File: src/rtl/ilv_pkg.sv
package ilv_pkg;

    typedef enum logic {
        BK_IDLE   = 1'b0,
        BK_ACCESS = 1'b1
    } bank_state_e;

    typedef enum logic {
        FS_IDLE = 1'b0,
        FS_FILL = 1'b1
    } fill_state_e;

    function automatic int unsigned max_of(input int unsigned a, input int unsigned b);
        return (a > b) ? a : b;
    endfunction

endpackage

File: src/rtl/ilv_bank.sv
module ilv_bank
    import ilv_pkg::*;
#(
    parameter int unsigned DATA_W    = 16,
    parameter int unsigned ROW_W     = 6,
    parameter int unsigned FIRST_LAT = 8,
    parameter int unsigned NEXT_LAT  = 4,
    parameter int unsigned ACCESSES  = 2
) (
    input  logic              clk,
    input  logic              rst,
    input  logic              wr_en,
    input  logic [ROW_W-1:0]  wr_row,
    input  logic [DATA_W-1:0] wr_data,
    input  logic              start,
    input  logic [ROW_W-1:0]  start_row,
    input  logic              drain,
    output logic [DATA_W-1:0] dbr_q,
    output logic              dbr_full
);
    localparam int unsigned DEPTH  = 1 << ROW_W;
    localparam int unsigned CNT_W  = $clog2(max_of(FIRST_LAT, NEXT_LAT));
    localparam int unsigned LEFT_W = $clog2(ACCESSES + 1);

    logic [DATA_W-1:0] mem [DEPTH];
    bank_state_e       state;
    logic [CNT_W-1:0]  cnt;
    logic [ROW_W-1:0]  row;
    logic [LEFT_W-1:0] left;
    logic              can_load;
    logic              load;

    assign can_load = !dbr_full || drain;
    assign load     = (state == BK_ACCESS) && (cnt == '0) && can_load;

    always_ff @(posedge clk) begin
        if (wr_en) begin
            mem[wr_row] <= wr_data;
        end
    end

    always_ff @(posedge clk) begin
        if (rst) begin
            state    <= BK_IDLE;
            cnt      <= '0;
            row      <= '0;
            left     <= '0;
            dbr_q    <= '0;
            dbr_full <= 1'b0;
        end else begin
            if (drain) begin
                dbr_full <= 1'b0;
            end
            case (state)
                BK_IDLE: begin
                    if (start) begin
                        state <= BK_ACCESS;
                        cnt   <= CNT_W'(FIRST_LAT - 1);
                        row   <= start_row;
                        left  <= LEFT_W'(ACCESSES);
                    end
                end
                BK_ACCESS: begin
                    if (cnt != '0) begin
                        cnt <= cnt - 1'b1;
                    end else if (load) begin
                        dbr_q    <= mem[row];
                        dbr_full <= 1'b1;
                        if (left > LEFT_W'(1)) begin
                            left <= left - 1'b1;
                            row  <= row + 1'b1;
                            cnt  <= CNT_W'(NEXT_LAT - 1);
                        end else begin
                            left  <= '0;
                            state <= BK_IDLE;
                        end
                    end
                end
                default: state <= BK_IDLE;
            endcase
        end
    end

    // an unsent word stays put
    a_r9_no_clobber: assert property (@(posedge clk) disable iff (rst)
        (dbr_full && !drain) |=> (dbr_full && $stable(dbr_q)));

    // only a full buffer is ever drained
    a_r9_drain_full: assert property (@(posedge clk) disable iff (rst)
        drain |-> dbr_full);

endmodule

File: src/rtl/ilv_fill_ctrl.sv
module ilv_fill_ctrl
    import ilv_pkg::*;
#(
    parameter int unsigned ADDR_W     = 8,
    parameter int unsigned NUM_BANKS  = 4,
    parameter int unsigned LINE_WORDS = 8
) (
    input  logic                         clk,
    input  logic                         rst,
    input  logic                         req,
    input  logic [ADDR_W-1:0]            req_addr,
    input  logic [NUM_BANKS-1:0]         bank_full,
    output logic                         bank_start,
    output logic [ADDR_W-$clog2(NUM_BANKS)-1:0] start_row,
    output logic [NUM_BANKS-1:0]         drain,
    output logic [$clog2(NUM_BANKS)-1:0] sel,
    output logic                         rd_valid,
    output logic                         rd_done
);
    localparam int unsigned BANK_W = $clog2(NUM_BANKS);
    localparam int unsigned OFF_W  = $clog2(LINE_WORDS);

    fill_state_e      state;
    logic [OFF_W-1:0] ptr;
    logic             last;

    assign bank_start = (state == FS_IDLE) && req;
    assign start_row  = {req_addr[ADDR_W-1:OFF_W], {(OFF_W-BANK_W){1'b0}}};
    assign sel        = ptr[BANK_W-1:0];
    assign rd_valid   = (state == FS_FILL) && bank_full[sel];
    assign drain      = rd_valid ? (NUM_BANKS'(1) << sel) : '0;
    assign last       = (ptr == OFF_W'(LINE_WORDS - 1));

    always_ff @(posedge clk) begin
        if (rst) begin
            state   <= FS_IDLE;
            ptr     <= '0;
            rd_done <= 1'b0;
        end else begin
            rd_done <= 1'b0;
            case (state)
                FS_IDLE: begin
                    if (req) begin
                        state <= FS_FILL;
                        ptr   <= '0;
                    end
                end
                FS_FILL: begin
                    if (rd_valid) begin
                        ptr <= ptr + 1'b1;
                        if (last) begin
                            state   <= FS_IDLE;
                            rd_done <= 1'b1;
                        end
                    end
                end
                default: state <= FS_IDLE;
            endcase
        end
    end

    // done lasts one cycle
    a_r4_done_pulse: assert property (@(posedge clk) disable iff (rst)
        rd_done |=> !rd_done);

    // done directly follows the last word
    a_r4_done_after_word: assert property (@(posedge clk) disable iff (rst)
        rd_done |-> ($past(rd_valid) && !rd_valid));

    // once streaming, words keep coming until the line ends
    a_r3_contiguous: assert property (@(posedge clk) disable iff (rst)
        ($past(rd_valid) && state == FS_FILL) |-> rd_valid);

    // no bank restart while a fill runs
    a_r6_ignore_busy: assert property (@(posedge clk) disable iff (rst)
        (state == FS_FILL) |-> !bank_start);

endmodule

File: src/rtl/ilv_fill_mem.sv
module ilv_fill_mem
    import ilv_pkg::*;
#(
    parameter int unsigned DATA_W     = 16,
    parameter int unsigned ADDR_W     = 8,
    parameter int unsigned NUM_BANKS  = 4,
    parameter int unsigned LINE_WORDS = 8,
    parameter int unsigned FIRST_LAT  = 8,
    parameter int unsigned NEXT_LAT   = 4
) (
    input  logic              clk,
    input  logic              rst,
    input  logic              wr_en,
    input  logic [ADDR_W-1:0] wr_addr,
    input  logic [DATA_W-1:0] wr_data,
    input  logic              req,
    input  logic [ADDR_W-1:0] req_addr,
    output logic              rd_valid,
    output logic [DATA_W-1:0] rd_data,
    output logic              rd_done
);
    localparam int unsigned BANK_W   = $clog2(NUM_BANKS);
    localparam int unsigned ROW_W    = ADDR_W - BANK_W;
    localparam int unsigned ACCESSES = LINE_WORDS / NUM_BANKS;

    logic [NUM_BANKS-1:0] bank_full;
    logic [NUM_BANKS-1:0] drain;
    logic [DATA_W-1:0]    dbr [NUM_BANKS];
    logic                 bank_start;
    logic [ROW_W-1:0]     start_row;
    logic [BANK_W-1:0]    sel;
    logic [BANK_W-1:0]    wr_bank;
    logic [ROW_W-1:0]     wr_row;

    assign wr_bank = wr_addr[BANK_W-1:0];
    assign wr_row  = wr_addr[ADDR_W-1:BANK_W];

    ilv_fill_ctrl #(
        .ADDR_W     (ADDR_W),
        .NUM_BANKS  (NUM_BANKS),
        .LINE_WORDS (LINE_WORDS)
    ) u_ctrl (
        .clk        (clk),
        .rst        (rst),
        .req        (req),
        .req_addr   (req_addr),
        .bank_full  (bank_full),
        .bank_start (bank_start),
        .start_row  (start_row),
        .drain      (drain),
        .sel        (sel),
        .rd_valid   (rd_valid),
        .rd_done    (rd_done)
    );

    for (genvar b = 0; b < NUM_BANKS; b++) begin : g_bank
        ilv_bank #(
            .DATA_W    (DATA_W),
            .ROW_W     (ROW_W),
            .FIRST_LAT (FIRST_LAT),
            .NEXT_LAT  (NEXT_LAT),
            .ACCESSES  (ACCESSES)
        ) u_bank (
            .clk       (clk),
            .rst       (rst),
            .wr_en     (wr_en && (wr_bank == BANK_W'(b))),
            .wr_row    (wr_row),
            .wr_data   (wr_data),
            .start     (bank_start),
            .start_row (start_row),
            .drain     (drain[b]),
            .dbr_q     (dbr[b]),
            .dbr_full  (bank_full[b])
        );
    end

    assign rd_data = rd_valid ? dbr[sel] : '0;

    // at most one bank hands over a word per cycle
    a_r2_one_drain: assert property (@(posedge clk) disable iff (rst)
        $onehot0(drain));

    // idle data bus is zero
    a_r10_zero_idle: assert property (@(posedge clk) disable iff (rst)
        !rd_valid |-> (rd_data == '0));

endmodule

File: config.mk
export PLATFORM = sky130hd
export DESIGN_NAME = ilv_fill_mem
export DESIGN_NICKNAME = d
export VERILOG_FILES = /design/src/rtl/ilv_pkg.sv /design/src/rtl/ilv_bank.sv /design/src/rtl/ilv_fill_ctrl.sv /design/src/rtl/ilv_fill_mem.sv
export SDC_FILE = /design/constraint.sdc
export NUM_CORES = 2
export LEC_CHECK = 0
export BUFFER_PORTS_ARGS = -buffer_cell sky130_fd_sc_hd__buf_2
export CORE_MARGIN = 1.5
export CORE_UTILIZATION = 60
export CTS_CLUSTER_SIZE = 28
export DETAILED_ROUTE_END_ITERATION = 6
export HOLD_SLACK_MARGIN = 0.15
export PLACE_DENSITY = 0.73
export SLEW_MARGIN = 25
export SYNTH_ARGS = -nofsm -noshare
export SYNTH_HDL_FRONTEND = slang
export SYNTH_SLANG_ARGS = --single-unit
File: constraint.sdc
create_clock -name clk -period 4.1 [get_ports clk]
set_clock_uncertainty 0.2 [all_clocks]
set_input_delay 1.23 -clock clk [delete_from_list [all_inputs] [get_ports clk]]
set_output_delay 1.23 -clock clk [all_outputs]
set_load 0.02 [all_outputs]
==> results.toml <==
[synth]
synth_xor_area_share_pct = 0
synth_top_family_by_area = "multiplexers"
synth_mux_area_share_pct = 15.9
synth_compound_gate_area_share_pct = 3.58
yosys.area_share.simple_pct = 2.08
syn_nets = 7983
syn-cell-area_sq_um = 164000
synth-edff-count = 4096
dominantRegCellSynth = "edfxtp_1"
synthCells = 7926
seq_area_frac_synth_pct = 76.7
ys_ff_latch = 4217
ys_warn_count = 0
synth_cell_type_count = 75
synthArstFlopShare_pct = 0
synth_fa_ha_area_share_pct = 0.161
avgSynthCellArea_sq_um = 20.6

[finish]
syn2layout_area_growth_pct = 13.6
drive_gt1_share_pct = 26.2
fillerInstances = 16300
nNetsFinal = 8554
final_common_cell = "edfxtp_1"
ff_latch_area_sq_um = 125000
layout_common_cells = "4,096 x edfxtp_1, 826 x mux4_2, 681 x mux2i_1, 494 x buf_4, 415 x clkbuf_16"
final_cells = 12400
multi_input_area_sq_um = 36000

[power]
power_frac_seq_pct = 52.1
switchingPower_mw = 19.8
vdd_drop_max_uv = 451
p_sw_share_pct = 21.6
clkPwrFrac_pct = 42.2
p_leak_nw = 56.7
comb_power_share_pct = 5.6
p_per_area_nw_per_um2 = 492
power.internal_mw = 71.7

[floorplan]
initial_core_util_pct = 60.4
die_h_um = 525
dieArea_sq_um = 276000
core_sq_um = 271000
rows = 191
die_w_um = 525
io_pins = 54

[setup_path]
crit_path_start = "u_ctrl.ptr[1]"
cp-start-kind = "flop"
end_kind = "output pin"
path_cells = "buf_6 -> mux4_2 -> nor2b_1 -> buf_2"
worstSetupPathType = "flop to output pin"
critPathSlowestCell = "mux4_2"
max_stage_delay_ns = 0.66
r2r-start = "g_bank[2].u_bank.row[0]"
crit_family = "multiplexers"
required_ns = 2.67
cp_max_fo = 20
cp.arrival_ns = 2.64
critPathBufInv = 2

[cts]
ctsHoldBuffers = 0
cts_root_buffer = "clkbuf_16"
max-clock-path-buffers = 4
h-tree-depth = 5
numCtsBuffers = 409
clk_latency_ns = 0.97
clkTransAtPathRegs_ns = 0.06
clock_sinks = 4217
cts_tree = "done"

[grt]
overflow = 0
grt_max_degree = 113
grt_pass1_vias = 82300
grt_pass1_wl_um = 604000
antenna_found_initial = 31
grt_usage_pct = 30.8

[route]
routed_wl_um = 426000
drt_iter0_drc = 13100
avgRoutedWirePerCell_um = 34.3
first_pass_iters = 6
vias = 84600
ant_nets = 0
post_drt_via_cell_ratio = 6.80
drc = 0

[place]
gp_congestion = 0.929
port_buffers = 50
dp_hpwl_um = 263000
place_ws_ns = 0.265
dp_cells = 11700

[timing]
timing.hold.ws_ns = 0.284
max_freq_mhz = 246
fin_crit_ns = 4.07
setup_viol = 0
slew_headroom_pct = 27.9
worst_pin_slew_ns = 1.08
fin_ws_ns = 0.0313
fin_crit_sh_pct = 99.2
slew_violations = 0
hold_viol_final = 0
tns_ns = 0

[hold_path]
min_from = "g_bank[1].u_bank.cnt[0]"
min_path_type = "flop to flop"

[run]
maxCapViolCount = 0

[run_status]
status = "finished clean"
[per-stage QoR]
step	total power [mW]	instance area, sq um	utilization [%]
6_report	91.5	186000	68.6
5_1_grt	93.5	186000	68.6
4_1_cts	91.7	186000	68.5
3_5_place_dp	53.7	172000	63.4
3_3_place_gp	53.5	172000	63.4
2_1_floorplan	51.0	164000	-
[power by group through the flow]
stage	Sequential, mW	Clock [mW]	Combinational, mW
after floorplan	48.4	0	2.63
after global placement	48.6	0	4.92
after detailed placement	48.6	0	5.05
after CTS	47.7	38.9	5.09
after global routing	47.7	40.5	5.32
final	47.7	38.6	5.15
[synth_stat cells, drive strengths merged, types with 44 or more instances]
cell type	n	area [sq um]
a211oi	44	330
a31oi	53	344
clkbuf	165	623
buf	303	1890
a22oi	167	1250
edfxtp	4096	123000
mux2i	682	6830
nor2b	54	338
nand2	245	920
dfxtp	121	2420
a21oi	157	786
o221ai	75	657
nor2	348	1310
o21ai	132	683
mux2	47	529
mux4	826	18600
[worst reg2reg max path, stage by stage, from the launching register on]
cell	delay [ns]
dfxtp_4	0.68
buf_12	0.38
buf_4	0.26
mux4_2	0.60
a21oi_1	0.34
a21oi_1	0.23
a31oi_1	0.43
buf_4	0.21
a211oi_1	0.07
[what timing repair did]
action	4_1_cts	5_1_grt
setup endpoints to repair	17	1
gates cloned	0	0
pin swaps	1	0
setup buffers	3	0
gates resized for setup	4	1
endpoints found under the hold margin	0	0
[worst paths after layout]
check	endpoint	slack [ns]	cells after the start
max	rd_data[11]	0.03	4
min reg2reg	g_bank[1].u_bank.cnt[0]	0.28	2
min	g_bank[1].u_bank.cnt[0]	0.28	2
max reg2reg	g_bank[2].u_bank.dbr_q[5]	0.55	8
[area by class of cell]
class / instances / share of cell area, %
Antenna cell: 20 / 0.0269
Clock buffer: 496 / 5.83
Clock inverter: 262 / 1.62
Inverter: 36 / 0.0727
Multi-Input combinational cell: 3204 / 19.4
Sequential cell: 4217 / 67.5
Tap cell: 3570 / 2.40
Timing Repair Buffer: 629 / 3.13
[layer usage]
metal  GRT usage [%]  vias up  share of wire (%)
li1                -    34100                  -
met1            44.4    43900                 37
met2            46.5     5766                 46
met3            5.48      864                 12
met4            14.7       18                5.4
met5           0.294        -              0.051
[cell families (layout without fill, tap and decap cells)]
logic type / count (synthesis) / in the layout
flops: 4217 / 4217
compound gates: 843 / 843
mux: 1555 / 1555
buf+inv: 505 / 1423
other cells: 0 / 20
simple gates: 785 / 785
fa+ha+maj: 21 / 21
[sequential cells by signal (all words and copies together), names as in the netlist]
signal,flops
g_bank.u_bank.cnt,12
g_bank.u_bank.dbr_full,4
g_bank.u_bank.dbr_q,64
g_bank.u_bank.left,8
g_bank.u_bank.mem,4096
g_bank.u_bank.row,24
g_bank.u_bank.state,4
u_ctrl.ptr,3
u_ctrl.rd_done,1
u_ctrl.state,1
(Power assumes the default switching activity.)
